===== config.mk =====
export PLATFORM = sky130hd
export DESIGN_NAME = frac_baud_gen
export DESIGN_NICKNAME = d
export VERILOG_FILES = /design/src/rtl/frac_baud_pkg.sv /design/src/rtl/fbg_divisor_regs.sv /design/src/rtl/fbg_sample_timer.sv /design/src/rtl/fbg_bit_phase.sv /design/src/rtl/frac_baud_gen.sv
export SDC_FILE = /design/constraint.sdc
export NUM_CORES = 1
export LEC_CHECK = 0
export BUFFER_PORTS_ARGS = -buffer_cell sky130_fd_sc_hd__buf_2
export CAP_MARGIN = 15
export CORE_ASPECT_RATIO = 0.8
export CORE_MARGIN = 2
export CORE_UTILIZATION = 44
export DETAILED_ROUTE_END_ITERATION = 10
export GPL_ROUTABILITY_DRIVEN = 0
export HOLD_SLACK_MARGIN = 0.06
export SYNTH_ARGS = -nofsm -noshare
export SYNTH_HDL_FRONTEND = slang
export SYNTH_SLANG_ARGS = --single-unit

===== constraint.sdc =====
create_clock -name clk -period 4.6 [get_ports clk]
set_clock_uncertainty 0.1 [all_clocks]
set_input_delay 0.92 -clock clk [delete_from_list [all_inputs] [get_ports clk]]
set_output_delay 0.92 -clock clk [all_outputs]
set_load 0.02 [all_outputs]

===== src/rtl/frac_baud_pkg.sv =====
package frac_baud_pkg;

  typedef enum logic [1:0] {
    OVS_X16 = 2'b00,
    OVS_X8  = 2'b01,
    OVS_X3  = 2'b10,
    OVS_SPARE = 2'b11
  } ovs_sel_e;

  // samples per bit for a select code; the spare code behaves as 16x
  function automatic logic [4:0] ovs_factor(input logic [1:0] sel);
    case (ovs_sel_e'(sel))
      OVS_X8:  return 5'd8;
      OVS_X3:  return 5'd3;
      default: return 5'd16;
    endcase
  endfunction

endpackage


===== src/rtl/fbg_divisor_regs.sv =====
module fbg_divisor_regs #(
  parameter int INT_W  = 16,
  parameter int FRAC_W = 6
) (
  input  logic              clk,
  input  logic              rst_n,
  input  logic              int_we,
  input  logic [INT_W-1:0]  int_wdata,
  input  logic              frac_we,
  input  logic [FRAC_W-1:0] frac_wdata,
  input  logic              ovs_we,
  input  logic [1:0]        ovs_wdata,
  input  logic              lcr_we,
  input  logic              char_busy,
  output logic [INT_W-1:0]  pend_int,
  output logic [INT_W-1:0]  act_int,
  output logic [FRAC_W-1:0] act_frac,
  output logic [1:0]        act_ovs,
  output logic              commit_pend,
  output logic              load_evt
);

  logic [FRAC_W-1:0] pend_frac;
  logic [1:0]        pend_ovs;

  // a commit fires on an idle line, either fresh or carried over
  assign load_evt = (lcr_we | commit_pend) & ~char_busy;

  always_ff @(posedge clk or negedge rst_n) begin
    if (!rst_n) begin
      pend_int  <= '0;
      pend_frac <= '0;
      pend_ovs  <= 2'b00;
    end else begin
      if (int_we)  pend_int  <= int_wdata;
      if (frac_we) pend_frac <= frac_wdata;
      if (ovs_we)  pend_ovs  <= ovs_wdata;
    end
  end

  always_ff @(posedge clk or negedge rst_n) begin
    if (!rst_n) begin
      act_int     <= '0;
      act_frac    <= '0;
      act_ovs     <= 2'b00;
      commit_pend <= 1'b0;
    end else if (load_evt) begin
      act_int     <= pend_int;
      act_frac    <= pend_frac;
      act_ovs     <= pend_ovs;
      commit_pend <= 1'b0;
    end else if (lcr_we) begin
      commit_pend <= 1'b1;
    end
  end

endmodule


===== src/rtl/fbg_sample_timer.sv =====
module fbg_sample_timer #(
  parameter int INT_W  = 16,
  parameter int FRAC_W = 6
) (
  input  logic              clk,
  input  logic              rst_n,
  input  logic [INT_W-1:0]  act_int,
  input  logic [FRAC_W-1:0] act_frac,
  input  logic [INT_W-1:0]  load_int,
  input  logic              load_evt,
  input  logic              phase_restart,
  output logic              div_valid,
  output logic              sample_tick
);

  localparam logic [INT_W-1:0] ONE = {{(INT_W-1){1'b0}}, 1'b1};

  logic [INT_W-1:0]  cnt_q;
  logic [FRAC_W-1:0] acc_q;
  logic [FRAC_W:0]   step;
  logic [INT_W-1:0]  reload;

  // fractional accumulator step: MSB is the overflow carry
  function automatic logic [FRAC_W:0] frac_step(input logic [FRAC_W-1:0] a,
                                                input logic [FRAC_W-1:0] f);
    return {1'b0, a} + {1'b0, f};
  endfunction

  // count value that gives a period of n clocks
  function automatic logic [INT_W-1:0] period_start(input logic [INT_W-1:0] n);
    return (n == '0) ? '0 : n - ONE;
  endfunction

  assign div_valid   = |act_int;
  assign sample_tick = div_valid && (cnt_q == '0);
  assign step        = frac_step(acc_q, act_frac);
  assign reload      = period_start(act_int) + {{(INT_W-1){1'b0}}, step[FRAC_W]};

  always_ff @(posedge clk or negedge rst_n) begin
    if (!rst_n) begin
      cnt_q <= '0;
      acc_q <= '0;
    end else if (load_evt) begin
      cnt_q <= period_start(load_int);
      acc_q <= '0;
    end else if (!div_valid) begin
      cnt_q <= '0;
      acc_q <= '0;
    end else if (phase_restart) begin
      cnt_q <= period_start(act_int);
    end else if (cnt_q == '0) begin
      cnt_q <= reload;
      acc_q <= step[FRAC_W-1:0];
    end else begin
      cnt_q <= cnt_q - ONE;
    end
  end

endmodule


===== src/rtl/fbg_bit_phase.sv =====
module fbg_bit_phase #(
  parameter int PH_W = 5
) (
  input  logic            clk,
  input  logic            rst_n,
  input  logic [1:0]      ovs_sel,
  input  logic            div_valid,
  input  logic            load_evt,
  input  logic            phase_restart,
  input  logic            sample_tick,
  output logic [PH_W-1:0] phase_q,
  output logic            bit_tick
);

  import frac_baud_pkg::*;

  localparam logic [PH_W-1:0] PH_ONE = {{(PH_W-1){1'b0}}, 1'b1};

  logic [PH_W-1:0] factor;
  logic            last_sample;

  assign factor      = PH_W'(ovs_factor(ovs_sel));
  assign last_sample = (phase_q == factor - PH_ONE);
  assign bit_tick    = sample_tick && last_sample;

  always_ff @(posedge clk or negedge rst_n) begin
    if (!rst_n) begin
      phase_q <= '0;
    end else if (load_evt || !div_valid || phase_restart) begin
      phase_q <= '0;
    end else if (sample_tick) begin
      phase_q <= last_sample ? '0 : phase_q + PH_ONE;
    end
  end

endmodule


===== src/rtl/frac_baud_gen.sv =====
module frac_baud_gen #(
  parameter int INT_W  = 16,
  parameter int FRAC_W = 6,
  parameter int PH_W   = 5
) (
  input  logic              clk,
  input  logic              rst_n,
  input  logic              int_we,
  input  logic [INT_W-1:0]  int_wdata,
  input  logic              frac_we,
  input  logic [FRAC_W-1:0] frac_wdata,
  input  logic              ovs_we,
  input  logic [1:0]        ovs_wdata,
  input  logic              lcr_we,
  input  logic              char_busy,
  input  logic              phase_restart,
  output logic              sample_tick,
  output logic              bit_tick
);

  // named internal events, observed by the bound checker
  logic [INT_W-1:0]  pend_int;
  logic [INT_W-1:0]  act_int;
  logic [FRAC_W-1:0] act_frac;
  logic [1:0]        act_ovs;
  logic              commit_pend;
  logic              load_evt;
  logic              div_valid;
  logic [PH_W-1:0]   phase_q;

  fbg_divisor_regs #(.INT_W(INT_W), .FRAC_W(FRAC_W)) u_regs (
    .clk         (clk),
    .rst_n       (rst_n),
    .int_we      (int_we),
    .int_wdata   (int_wdata),
    .frac_we     (frac_we),
    .frac_wdata  (frac_wdata),
    .ovs_we      (ovs_we),
    .ovs_wdata   (ovs_wdata),
    .lcr_we      (lcr_we),
    .char_busy   (char_busy),
    .pend_int    (pend_int),
    .act_int     (act_int),
    .act_frac    (act_frac),
    .act_ovs     (act_ovs),
    .commit_pend (commit_pend),
    .load_evt    (load_evt)
  );

  fbg_sample_timer #(.INT_W(INT_W), .FRAC_W(FRAC_W)) u_timer (
    .clk           (clk),
    .rst_n         (rst_n),
    .act_int       (act_int),
    .act_frac      (act_frac),
    .load_int      (pend_int),
    .load_evt      (load_evt),
    .phase_restart (phase_restart),
    .div_valid     (div_valid),
    .sample_tick   (sample_tick)
  );

  fbg_bit_phase #(.PH_W(PH_W)) u_phase (
    .clk           (clk),
    .rst_n         (rst_n),
    .ovs_sel       (act_ovs),
    .div_valid     (div_valid),
    .load_evt      (load_evt),
    .phase_restart (phase_restart),
    .sample_tick   (sample_tick),
    .phase_q       (phase_q),
    .bit_tick      (bit_tick)
  );

endmodule


Word level (Yosys, flattened, before mapping)
Cells that the tools add are included.

word-level totals
  flip-flop bits (word level) = 76
  input port bits = 32
  output and inout port bits = 2
  word-level logic and storage cells = 53

operators by class
  add/sub/neg operators = 7
  eq/ne operators = 5
  muxes and demuxes = 16
  bitwise gates (word level) = 3
  reductions and logical operators = 12

operators with widths
  operator                                                               number
  16-bit two-way mux                                                     6
  16-bit zero test                                                       3
  16-bit by 1-bit subtractor with 16-bit output (second input constant)  3
  6-bit two-way mux                                                      4
  16-bit by 1-bit adder with 16-bit output                               1
  16-bit OR reduction                                                    1
  5-bit two-way mux                                                      3
  5-bit one-hot mux with 2 select lines                                  1
  6-bit by 6-bit adder with 7-bit output                                 1
  3-bit inequality test (second input constant)                          2
  5-bit by 1-bit adder with 5-bit output (second input constant)         1
  5-bit == test                                                          1
  5-bit by 1-bit subtractor with 5-bit output (second input constant)    1
  2-bit nonzero test                                                     2
  2-bit by 1-bit == test with 1-bit output (second input constant)       1
  2-bit == test (second input constant)                                  1
  1-bit logical AND                                                      2
  1-bit logical OR                                                       2
  1-bit two-way mux                                                      2
  2-bit AND reduction                                                    1
  1-bit bitwise AND                                                      1
  1-bit zero test                                                        1
  1-bit NOT                                                              1
  1-bit OR                                                               1

Longest topological paths before layout
Gate-level depths: netlist (run 1).

  depth in word-level cells = 7
  gate-level depth with buffers = 15
  gate-level depth less buffers = 15

By module
From an unflattened synthesis (run 1), not the netlist that was laid out.

unflattened totals
  cell total of the unflattened synthesis = 517
  area total of the unflattened synthesis = 5111.2 sq um

modules (own cells, without submodules)
  module            times used  cells each  area each (sq um)  seq. area each (sq um)
  fbg_sample_timer  1           377         2921.6             550.5
  fbg_divisor_regs  1           105         1839.3             1226.2
  fbg_bit_phase     1           35          350.3              125.1

Worst setup path before layout (run 1)
Ideal clock, no wire load.

  path type = register -> register
  start point = register u_regs.act_int[0]
  end point = register u_timer.cnt_q[11]
  setup time = 0.136 ns
  data arrival time = 3.066 ns
  required time = 4.364 ns
  path slack = 1.298 ns
  stages on the path, launching flop included = 15
  buffers on the path = 1
  period minus slack after synthesis = 3.302 ns
  cells stage by stage = dfrtp_1 inv_1 ha_1 nor3b_2 nand3_1 nor2_1 buf_2 nor2_1 ha_1 or3b_2 a21o_1 nor4_4 a31oi_1 a2bb2oi_1 o32ai_2

between the ends
  word-level cells in the longest chain between the ends = 7
  elaborated cells on any way between the ends = 9
  those cells by class = 2 x add/sub; 5 x mux; 2 x reduce/logical

ends and longest elaborated chain
  item                                                                               line                    RTL
  start, declared                                                                    fbg_divisor_regs.sv:16  output logic [INT_W-1:0] act_int,
  start signal, assigned                                                             fbg_divisor_regs.sv:48  act_int <= pend_int;
  16-bit by 1-bit subtractor with 16-bit output or 16-bit zero test (tied branches)  fbg_sample_timer.sv:31  return (n == '0) ? '0 : n - ONE;
  16-bit two-way mux                                                                 fbg_sample_timer.sv:31
  16-bit by 1-bit adder with 16-bit output                                           fbg_sample_timer.sv:37  assign reload = period_start(act_int) + {{(INT_W-1){1'b0}}, step[FRAC_W]};
  16-bit two-way mux                                                                 fbg_sample_timer.sv:51  end else if (cnt_q == '0) begin
  16-bit two-way mux                                                                 fbg_sample_timer.sv:49  end else if (phase_restart) begin
  16-bit two-way mux (*)                                                             fbg_sample_timer.sv:46  end else if (!div_valid) begin
  16-bit two-way mux (*)                                                             fbg_sample_timer.sv:43  end else if (load_evt) begin
  end signal, assigned                                                               fbg_sample_timer.sv:44  cnt_q <= period_start(load_int);
  end signal, assigned                                                               fbg_sample_timer.sv:50  cnt_q <= period_start(act_int);
  end signal, assigned                                                               fbg_sample_timer.sv:52  cnt_q <= reload;
  end, declared                                                                      fbg_sample_timer.sv:18  logic [INT_W-1:0] cnt_q;

Mark *: on every way between the ends. The rest lies on a longest branch, timed or not.
A chain may end at the register's enable or synchronous reset.

Final worst setup path (run 1)
  start point = register u_timer.cnt_q[0]
  end point = output bit_tick

between the ends
  word-level cells in the longest chain between the ends = 3

ends and longest elaborated chain
  item               line                    RTL
  16-bit zero test   fbg_sample_timer.sv:35  assign sample_tick = div_valid && (cnt_q == '0);
  1-bit logical AND  fbg_sample_timer.sv:35
  1-bit logical AND  fbg_bit_phase.sv:24     assign bit_tick = sample_tick && last_sample;
  end, declared      frac_baud_gen.sv:18     output logic bit_tick

No other way between the ends.

==> summary.txt, run 1 <==
Yosys
  – Post-synthesis cell count: 532
  – Synth unique cells: 65
  – Multiplexer share of the synthesized area: 0.07119
  – Post-synthesis adder-cell area fraction: 0.04068
  – Cell Area, Synth: approximately 4800 um^2
  – Number of synthesized flops with an enable pin: 0
  – FFs w/ async S/R, synth: 1.000
  – Compound-cell area share of the yosys netlist: 0.1366
  – Post-Syn Nets: 579
  – Synth Register Bits: 76
  – Simple-gate share of the synthesized area: 0.2480
  – Syn avg cell area: roughly 9.0 um^2
  – Ys flop type: dfrtp_1
  – Sequential fraction of the synthesis area: 0.3963
  – Largest family of logic cells by synthesized area: simple AND/OR/NAND/NOR gates
  – Yosys warnings: 0
  – Xor/xnor share of the synthesized area: 0.07666

CTS
  – CTS root buffer: clkbuf_16
  – Clock Pin Slew Worst Setup and Hold Paths: roughly 70 ps
  – CTS Buffer Depth: 2
  – CTS tree: yes
  – CTS H-tree depth: 3
  – Post-CTS Hold Buffers: 0
  – Skew-Pair Late Insertion Delay: 340 ps
  – Post-cts sizing count: 0
  – CTS Buf Count: 9
  – CTS sink cnt: 76
  – Post-CTS Setup Inserts: 0

Critical path
  – Slowest stage cell, crit path: or4b_2
  – Nature of the critical path endpoint: output pin
  – CP Launch Point: u_timer.cnt_q[0]
  – Crit Reg-Reg Startpoint: u_regs.act_int[0]
  – Kind of cell adding the most delay to the critical path: simple AND/OR/NAND/NOR gates
  – R2r worst-path depth: 14
  – CP bufs+invs: 2
  – Max incr delay on CP: about 580 ps
  – Internal reg-to-reg setup slack: between 1000 and 1500 ps
  – Worst setup SP type: register
  – Critical Path RT: about 3600 ps
  – Crit Path Max Fanout: 15
  – Stages on the worst setup path: 7
  – Worst r2r dst: u_timer.cnt_q[13]
  – Kind of critical path: register to output pin
  – Worst path cell trace: inv_1 > ha_1 > or4b_2 > nor3_1 > and2_1 > and3_1 > buf_2
  – CP arrival: 2690 ps

Placement
  – Dpl cell area: 5081 um^2
  – Final HPWL DP: 8.408 mm
  – Number of port buffers: 33

Cells and area
  – Share of cells above drive strength 1: 0.1741
  – Area of the multi-input gates: between 2000 and 3000 um^2
  – Commonest non-fill, non-tap cell in the layout: nand2_1
  – Layout net count: approximately 610
  – Final Cell Area: 5414 um^2
  – Ant diodes: 0
  – Sequential Area: 1902 um^2
  – Most frequent cells in the layout: 98 x nand2_1, 76 x dfrtp_1, 40 x nor2_1
  – Filler cells: 992
  – Area delta synth->final: 12.83%

Worst hold path
  – WHS Path Cells: 2
  – Worst hold path class: register to register
  – Min-delay src: u_regs.pend_frac[3]
  – Hold EP: u_regs.act_frac[3]

Pwr
  – Leak pwr: 2.351 nW
  – Pwr/cell area: slightly below 400 nW/um^2
  – Net Sw Frac: 0.3148
  – Sw Pwr: around 0.67 mW
  – Max IR drop VDD: between 200 and 250 uV
  – Int Pwr: between 1 and 1.5 mW
  – Clock power share: 0.372
  – Gate power share: 0.221
  – Seq pwr share: 0.407
  – Overall Power: about 2.1 mW

GRT
  – Pin count of the biggest net entering global routing: 77
  – Vias in the first global route: between 3000 and 4000
  – Initial antenna violation count: 0
  – Total congestion overflow: 0
  – GRT Overall Usage: 0.2136
  – First-pass GRT wire length: approximately 20 mm

Timing
  – Final worst path period share: 0.8067
  – Slew of the pin with the lowest slew margin: 946.3 ps
  – Max Slew Vio Count: 0
  – Final setup violation count: 0
  – Final Critical Period: 3711 ps
  – Setup tns final: 0 ps
  – FMAX: roughly 270 MHz
  – RSZ-0062 raised after global routing: false
  – Final Hold Viols: 0
  – Relative slew slack: 0.3691

Drt
  – Via-to-Cell Ratio: roughly 5.5
  – DRT Pass-1 Iters: 4
  – Final wirelength: about 12 mm
  – Via count: 3911
  – Drc violations: 0
  – DR WL/cell: about 16 um
  – Initial drt markers: ~240
  – Post-route ant nets: 0

Die
  – Die area: about 12000 um^2
  – Die X: approximately 120 um
  – Rows: 34
  – Die height: a little under 100 um
  – Number of I/O pins: 34
  – Initial Util: 0.4458
  – Core region area: about 11000 um^2

Run status
  – Status: finished, final reports clean

Job
  – Maxcap violations: 0
Yosys cell counts, drive strengths merged, types with 4 or more instances:
master | instances | area share
nand2 | 98 | 0.077
dfrtp | 76 | 0.40
nor2 | 43 | 0.036
a21oi | 29 | 0.030
mux2 | 25 | 0.059
xnor2 | 23 | 0.042
xor2 | 19 | 0.035
nor3 | 18 | 0.019
o21ai | 18 | 0.021
clkbuf | 15 | 0.012
ha | 14 | 0.037
inv | 10 | 0.0078
nand3 | 10 | 0.010
nor4 | 9 | 0.016
o22ai | 9 | 0.012
or4 | 9 | 0.015
buf | 8 | 0.010
o31ai | 8 | 0.014
nor2b | 7 | 0.0091
mux2i | 6 | 0.013
or3 | 6 | 0.0089
a21o | 5 | 0.0078
a22oi | 5 | 0.0078
a31oi | 5 | 0.0065
nand4 | 5 | 0.0065
nor3b | 5 | 0.0089
nand2b | 4 | 0.0052
o22a | 4 | 0.0073
cells by family after synthesis:
family,Yosys count
simple gates,234
compound gates,100
flops,76
xor+xnor,42
buf+inv,34
mux,31
fa+ha+maj,15
worst max path at each step:
stage               slack (ps)           endpoint
global route               680  u_timer.cnt_q[15]
detailed placement        1030  u_timer.cnt_q[13]
CTS                        900           bit_tick
finish                     890           bit_tick
floorplan                 1300  u_timer.cnt_q[11]
global placement          1160  u_timer.cnt_q[13]
area by class of cell:
cell class | instances | share of cell area
multi-input combinational | 422 | 0.5084
sequential | 76 | 0.3513
clock buffer | 10 | 0.04414
timing repair buffer | 38 | 0.03790
tap | 144 | 0.03328
clock inverter | 6 | 0.01733
inverter | 11 | 0.007627
power by group through the flow:
stage | registers, mW | logic, mW | clock network (mW)
detailed placement | 0.876 | 0.463 | 0
global route | 0.881 | 0.530 | 0.834
finish | 0.864 | 0.470 | 0.790
CTS | 0.864 | 0.468 | 0.808
global placement | 0.868 | 0.458 | 0
floorplan | 0.835 | 0.364 | 0
worst register-to-register path, stage by stage (launching register included):
cell and delay (ps):
dfrtp_1 450, inv_1 130, ha_1 290, nor3b_2 240, nand3_1 140, nor2_1 60, buf_4 190, nor2_1 110
ha_1 160, or3b_2 480, a21o_1 240, nor4_4 330, nand3_1 160, xnor2_1 150, a31o_2 240
registers in the layout, indices dropped and copies added, names as in the netlist:
register	count
u_timer.cnt_q	16
u_regs.commit_pend	1
u_regs.pend_int	16
u_timer.acc_q	6
u_regs.act_ovs	2
u_regs.act_frac	6
u_phase.phase_q	5
u_regs.pend_frac	6
u_regs.act_int	16
u_regs.pend_ovs	2
metrics by stage:
stage            util  instances  worst slack, ps  hold slack, ps
2_1_floorplan       -        532             1298           334.8
3_3_place_gp   0.4721        691             1157           350.3
3_5_place_dp   0.4721        691             1035           352.1
4_1_cts        0.5030        707            904.8           367.8
5_1_grt        0.5030        707            677.4           408.3
6_report       0.5030        707            889.4           365.7
metal layers:
| layer | vias to the layer above | part of all wire | global-route usage |
|---|---|---|---|
| met5 | - | 0 | 0 |
| met4 | 0 | 0.012 | 0.05546 |
| met3 | 12 | 0.053 | 0.04636 |
| met2 | 93 | 0.42 | 0.2999 |
| met1 | 1865 | 0.52 | 0.3303 |
| li1 | 1941 | - | - |
No activity file was read; power rests on OpenSTA's default activity.
==> run 2: changes to the inputs <==
clock period = 3.24 ns   (was 4.6 ns; I/O delays follow)
==> run 2 against run 1 <==
Die area stayed put; setup slack worse by 770 ps; largest power group unchanged; sequential share of layout area is 1.1 points lower; non-clock buffer count is 21 higher; cell area is 3.1% higher; highest routed layer unchanged.
==> summary.txt, run 2 (synthesis gave the netlist of run 1 again) <==
Critical path
  – Kind of critical path: register to register
  – Worst path cell trace: ha_4 > fa_2 > a21oi_2 > nor2_1 > nor2_1 > nor2b_1 > o21ai_1 > nand2b_1 > ha_2 > or3b_4 > a21o_1 > nor4_4 > buf_4 > a22o_1 > a22oi_2 > o22ai_1
  – Nature of the critical path endpoint: register
  – R2r worst-path depth: 16
  – Kind of cell adding the most delay to the critical path: compound AO/OA/AOI/OAI gates
  – CP arrival: roughly 3200 ps
  – CP bufs+invs: 1
  – Stages on the worst setup path: 16
  – Slowest stage cell, crit path: dfrtp_1
  – Crit Reg-Reg Startpoint: u_regs.act_frac[0]
  – Worst setup SP type: register
  – Crit Path Max Fanout: 8
  – Critical Path RT: ~3300 ps
  – Max incr delay on CP: 410 ps
  – CP Launch Point: u_regs.act_frac[0]
  – Worst path most repeated cell: nor2_1

Job
  – Maxcap violations: 0

CTS
  – CTS Buf Count: 9
  – CTS sink cnt: 76
  – Clock Pin Slew Worst Setup and Hold Paths: about 60 ps
  – Post-CTS Hold Buffers: 0
  – CTS tree: yes
  – CTS root buffer: clkbuf_16
  – CTS Buffer Depth: 2
  – Skew-Pair Late Insertion Delay: about 340 ps
  – CTS H-tree depth: 3

GRT
  – Total congestion overflow: 0
  – Initial antenna violation count: 0
  – GRT Overall Usage: 0.2139
  – First-pass GRT wire length: about 20 mm
  – Vias in the first global route: 3824
  – Pin count of the biggest net entering global routing: 77

Drt
  – DR WL/cell: around 16 um
  – Post-route ant nets: 0
  – Drc violations: 0
  – Final wirelength: 11.77 mm
  – DRT Pass-1 Iters: 4
  – Via-to-Cell Ratio: between 5 and 6
  – Initial drt markers: ~260
  – Via count: 4027

Die
  – Die X: 120.8 um
  – Initial Util: 0.4458
  – Die height: 97.41 um
  – Die area: about 12000 um^2
  – Core region area: roughly 11000 um^2
  – Rows: 34
  – Number of I/O pins: 34

Timing
  – RSZ-0062 raised after global routing: true
  – Max Slew Vio Count: 0
  – Final Hold Viols: 0
  – Relative slew slack: 0.3672
  – FMAX: between 300 and 400 MHz
  – Hold Slack: about 360 ps
  – Final worst path period share: 0.9617
  – Final setup violation count: 0
  – Final Critical Period: around 3100 ps
  – Slew of the pin with the lowest slew margin: ~950 ps

Placement
  – Dpl cell area: between 5000 and 6000 um^2
  – Final HPWL DP: 8.569 mm
  – Number of port buffers: 33

Cells and area
  – Final Cell Area: between 5000 and 6000 um^2
  – Commonest non-fill, non-tap cell in the layout: nand2_1
  – Filler cells: between 900 and 1000
  – Ant diodes: 0
  – Most frequent cells in the layout: 98 x nand2_1, 76 x dfrtp_1, 38 x nor2_1
  – Area delta synth->final: 16.35%
  – Largest registers: u_regs.act_int: 16 flops, u_regs.pend_int: 16 flops, u_timer.cnt_q: 16 flops
  – Layout net count: 626
  – Share of cells above drive strength 1: 0.2209

Pwr
  – Leak pwr: between 2 and 2.5 nW
  – Sw Pwr: approximately 0.95 mW
  – Net Sw Frac: 0.3299
  – Pwr/cell area: between 500 and 600 nW/um^2
  – Int Pwr: 1.920 mW
  – Max IR drop VDD: between 300 and 400 uV
  – Gate power share: 0.256
  – Seq pwr share: 0.422
  – Clock power share: 0.322

Run status
  – Status: finished, final reports clean

Worst hold path
  – Worst hold path class: primary input to asynchronous set/reset pin
[run 2: final timing paths]
path                                      endpoint  slack, ps
min in group clk                u_regs.act_frac[4]        360
max in group asynchronous       u_regs.act_frac[1]       2070
worst max-delay path              u_timer.cnt_q[7]        120
worst min register to register  u_regs.act_frac[4]        360
worst max register to register    u_timer.cnt_q[7]        120
worst min-delay path            u_regs.pend_int[2]        360
[run 2: cell type report]
type                       count  area, um^2  area share
clock inverter                 5       38.79    0.006948
multi-input combinational    422        2825      0.5061
tap                          144       180.2     0.03227
sequential                    76        1902      0.3407
inverter                      11       41.29    0.007396
clock buffer                  11       232.7     0.04169
timing repair buffer          59       362.8     0.06499
[run 2: repair_timing]
item                                    in CTS  in global routing
endpoints found under the setup margin       5                  8
pin swaps                                    4                  6
setup buffers                                2                  3
resized for setup                            5                  7
[run 2: per-layer routing]
metal,GRT usage,share of wire,vias to the layer above
met1,0.3207,0.51,1923
met5,0,0,-
met2,0.3107,0.43,105
met4,0.06082,0.013,0
met3,0.04519,0.048,12
li1,-,-,1987
[run 2: per-stage QoR]
stage          cells  setup WS, ps  setup TNS, ps  power, mW    util
2_1_floorplan    532         14.55              0      1.712       -
3_3_place_gp     707         64.88              0      1.921  0.4856
3_5_place_dp     707        -52.96         -127.0      1.938  0.4856
4_1_cts          725        -16.36         -16.36      2.870  0.5134
6_report         728         124.0              0      2.865  0.5187
5_1_grt          728        -43.57         -82.03      3.025  0.5187
[run 2: power groups by stage]
stage	sequential [mW]	clock (mW)	combinational (mW)
final	1.21	0.922	0.733
after global routing	1.23	0.979	0.814
after CTS	1.21	0.939	0.724
after detailed placement	1.22	0	0.715
after global placement	1.22	0	0.704
after floorplan	1.19	0	0.526
==> run 3: changes to the inputs <==
ABC_AREA = 1   (was not set)
CORE_MARGIN = not set   (was 2)
==> run 3 against run 2 <==
Final cell count increased by 18%; utilization decreased by 0.60 points; first-iteration DRC count increased by 10%; wire length increased by 4.5%; die area increased by 1.2%; combinational power increased by 3.0%; sequential share of layout area decreased by 0.40 points; critical path depth decreased by 7; critical path type is now register to output pin; largest cell class unchanged; total power increased by 1.1%; synthesized cell count increased by 27%; critical endpoint is now bit_tick; clock power increased by 4.9%; worst hold slack got worse by 4.6 ps.
==> summary.txt, run 3 <==
Drt
  – Drc violations: 0
  – Met3 Routed Length: 822 um
  – M1 WL: between 6 and 7 mm
  – DR WL/cell: about 14 um
  – DRT Pass-1 Iters: 5
  – Met2 routed WL: roughly 4.8 mm
  – Initial drt markers: 284
  – Post-route ant nets: 0
  – DR top layer: met4
  – Via count: 4433
  – Final wirelength: between 10 and 15 mm
  – Via-to-Cell Ratio: just over 5

Yosys
  – Synth unique cells: 46
  – FFs w/ async S/R, synth: 1.000
  – Synth top area cells: dfrtp_1 38%, nand2_1 12%, o21ai_0 7.6%
  – Synth top area share: 0.3769
  – Most frequent cells after synthesis: 157 x nand2_1, 80 x inv_1, 77 x o21ai_0
  – Yosys warnings: 0
  – Synth Register Bits: between 70 and 80
  – Cell Area, Synth: between 5000 and 6000 um^2
  – Sequential fraction of the synthesis area: 0.3769
  – Ys flop type: dfrtp_1
  – Post-Syn Nets: between 700 and 800
  – Synth area leader: dfrtp_1
  – Post-synthesis cell count: around 680
  – Number of synthesized flops with an enable pin: 0
  – Syn avg cell area: ~7.5 um^2
  – Cell with the most instances after synthesis: nand2_1

Pwr
  – Sw Pwr: 1.016 mW
  – Leak pwr: ~2.7 nW
  – Overall Power: between 2 and 3 mW
  – Int Pwr: 1.881 mW
  – Max IR drop VDD: about 350 uV
  – Net Sw Frac: 0.3507
  – Seq pwr share: 0.405
  – Clock power share: 0.334
  – Pwr/cell area: between 500 and 600 nW/um^2
  – Gate power share: 0.261

GRT
  – Initial antenna violation count: 0
  – Pin count of the biggest net entering global routing: between 70 and 80
  – First-pass GRT wire length: approximately 21 mm
  – GRT Overall Usage: 0.2290
  – Vias in the first global route: between 4000 and 5000
  – Total congestion overflow: 0

Cells and area
  – Largest registers: u_regs.act_int: 16 flops, u_regs.pend_int: 16 flops, u_timer.cnt_q: 16 flops
  – Final Cell Area: roughly 5600 um^2
  – Layout net count: 756
  – Sequential Area: roughly 1900 um^2
  – Area of the multi-input gates: ~2700 um^2
  – Ant diodes: 0
  – Share of cells above drive strength 1: 0.1569
  – Fin cells: between 800 and 900
  – Area delta synth->final: 11.95%
  – Most frequent cells in the layout: 157 x nand2_1, 80 x inv_1, 77 x o21ai_0
  – Finished Core Util: 0.5127
  – Commonest non-fill, non-tap cell in the layout: nand2_1
  – Filler cells: 1079

Critical path
  – Worst path cell trace: inv_1 > ha_1 > inv_1 > nor4_2 > nand3_2 > nor2_1 > inv_1 > nor2_1 > buf_2
  – Nature of the critical path endpoint: output pin
  – Slowest stage cell, crit path: dfrtp_1
  – Crit Path Max Fanout: 8
  – Max incr delay on CP: roughly 420 ps
  – Kind of critical path: register to output pin
  – Worst path most repeated cell: inv_1
  – CP arrival: 2370 ps
  – Critical Path RT: about 2500 ps
  – Worst setup SP type: register

Timing
  – Final worst path period share: 0.9609
  – FMAX: 321.2 MHz
  – Slew of the pin with the lowest slew margin: ~980 ps
  – Max Slew Vio Count: 0
  – Hold Slack: around 360 ps
  – Final Hold Viols: 0
  – Post-route setup slack: 126.8 ps
  – RSZ-0062 raised after global routing: false
  – Setup tns final: 0 ps
  – Relative slew slack: 0.3461
  – Final setup violation count: 0
  – Final Critical Period: approximately 3100 ps

CTS
  – Post-CTS Setup Inserts: 0
  – CTS Buf Count: 9
  – Post-cts sizing count: 0
  – CTS tree: yes
  – CTS Buffer Depth: 2
  – Skew-Pair Late Insertion Delay: 340 ps
  – CTS sink cnt: 76
  – CTS root buffer: clkbuf_16
  – Clock Pin Slew Worst Setup and Hold Paths: about 60 ps
  – CTS H-tree depth: 3

Die
  – Die height: 97.79 um
  – Core region area: 11020 um^2
  – Initial Util: 0.4580
  – Rows: 34
  – Number of I/O pins: 34
  – Die X: about 120 um
  – Die area: 11900 um^2

Placement
  – Pre-CTS setup slack: roughly 460 ps
  – Number of port buffers: 33
  – Dpl cell area: ~5400 um^2
  – Placed Instances: approximately 840
  – Final HPWL DP: a little over 9 mm

Job
  – Maxcap violations: 0

Run status
  – Status: finished, final reports clean

Worst hold path
  – Worst hold path class: primary input to asynchronous set/reset pin
==> run 3: cells by family (layout without fill, tap and decap cells) <==
| group | Yosys count | after routing | synth area share |
|---|---|---|---|
| AND/OR/NAND/NOR | 315 | 315 | 0.3005 |
| AO/OA/AOI/OAI | 135 | 135 | 0.1468 |
| buffers and inverters | 105 | 143 | 0.08208 |
| multiplexers | 3 | 3 | 0.006694 |
| flip-flops | 76 | 76 | 0.3769 |
| XOR/XNOR | 27 | 27 | 0.04835 |
| adder cells (fa/ha/maj) | 15 | 15 | 0.03868 |
==> run 3: what timing repair did <==
action | in CTS | in global routing
hold buffers | 0 | 0
setup endpoints to repair | 0 | 1
hold endpoints to repair | 0 | 0
==> run 3: power groups by stage <==
stage | logic (mW) | clock network (mW) | registers [mW]
finish | 0.755 | 0.967 | 1.17
global route | 0.856 | 1.03 | 1.19
CTS | 0.749 | 0.992 | 1.17
detailed placement | 0.741 | 0 | 1.19
global placement | 0.728 | 0 | 1.19
floorplan | 0.557 | 0 | 1.16
==> run 3: worst paths after layout <==
check / from / slack (ps) / depth (start not counted) / end
worst max-delay path: u_timer.cnt_q[0] / 130 / 9 / bit_tick
worst min-delay path: rst_n / 360 / 1 / u_phase.phase_q[4]
worst max register to register: u_regs.act_frac[0] / 430 / 21 / u_timer.cnt_q[13]
worst min register to register: u_regs.pend_int[1] / 390 / 2 / u_regs.act_int[1]
max in group asynchronous: rst_n / 2040 / 1 / u_regs.act_int[14]
min in group clk: u_regs.pend_int[1] / 390 / 2 / u_regs.act_int[1]
==> run 3: metal layers <==
layer / GRT usage / vias up
met5: 0 / -
met4: 0.06458 / 0
met3: 0.04907 / 13
met2: 0.3186 / 164
met1: 0.3533 / 2000
li1: - / 2256
==> run 3: worst max-delay path: cells and delay by family (launching register included) <==
family / cells / cell delay (ps)
and+or+nand+nor: 4 / 940
buffers and inverters: 4 / 460
DFF: 1 / 420
adders and majority gates: 1 / 190
==> run 3: cell type report <==
type                            count  area share
Clock inverter                      5    0.006202
Multi-Input combinational cell    495      0.4839
Timing Repair Buffer               36     0.03367
Clock buffer                       11     0.04474
Inverter                           91     0.06290
Sequential cell                    76      0.3367
Tap cell                          144     0.03189
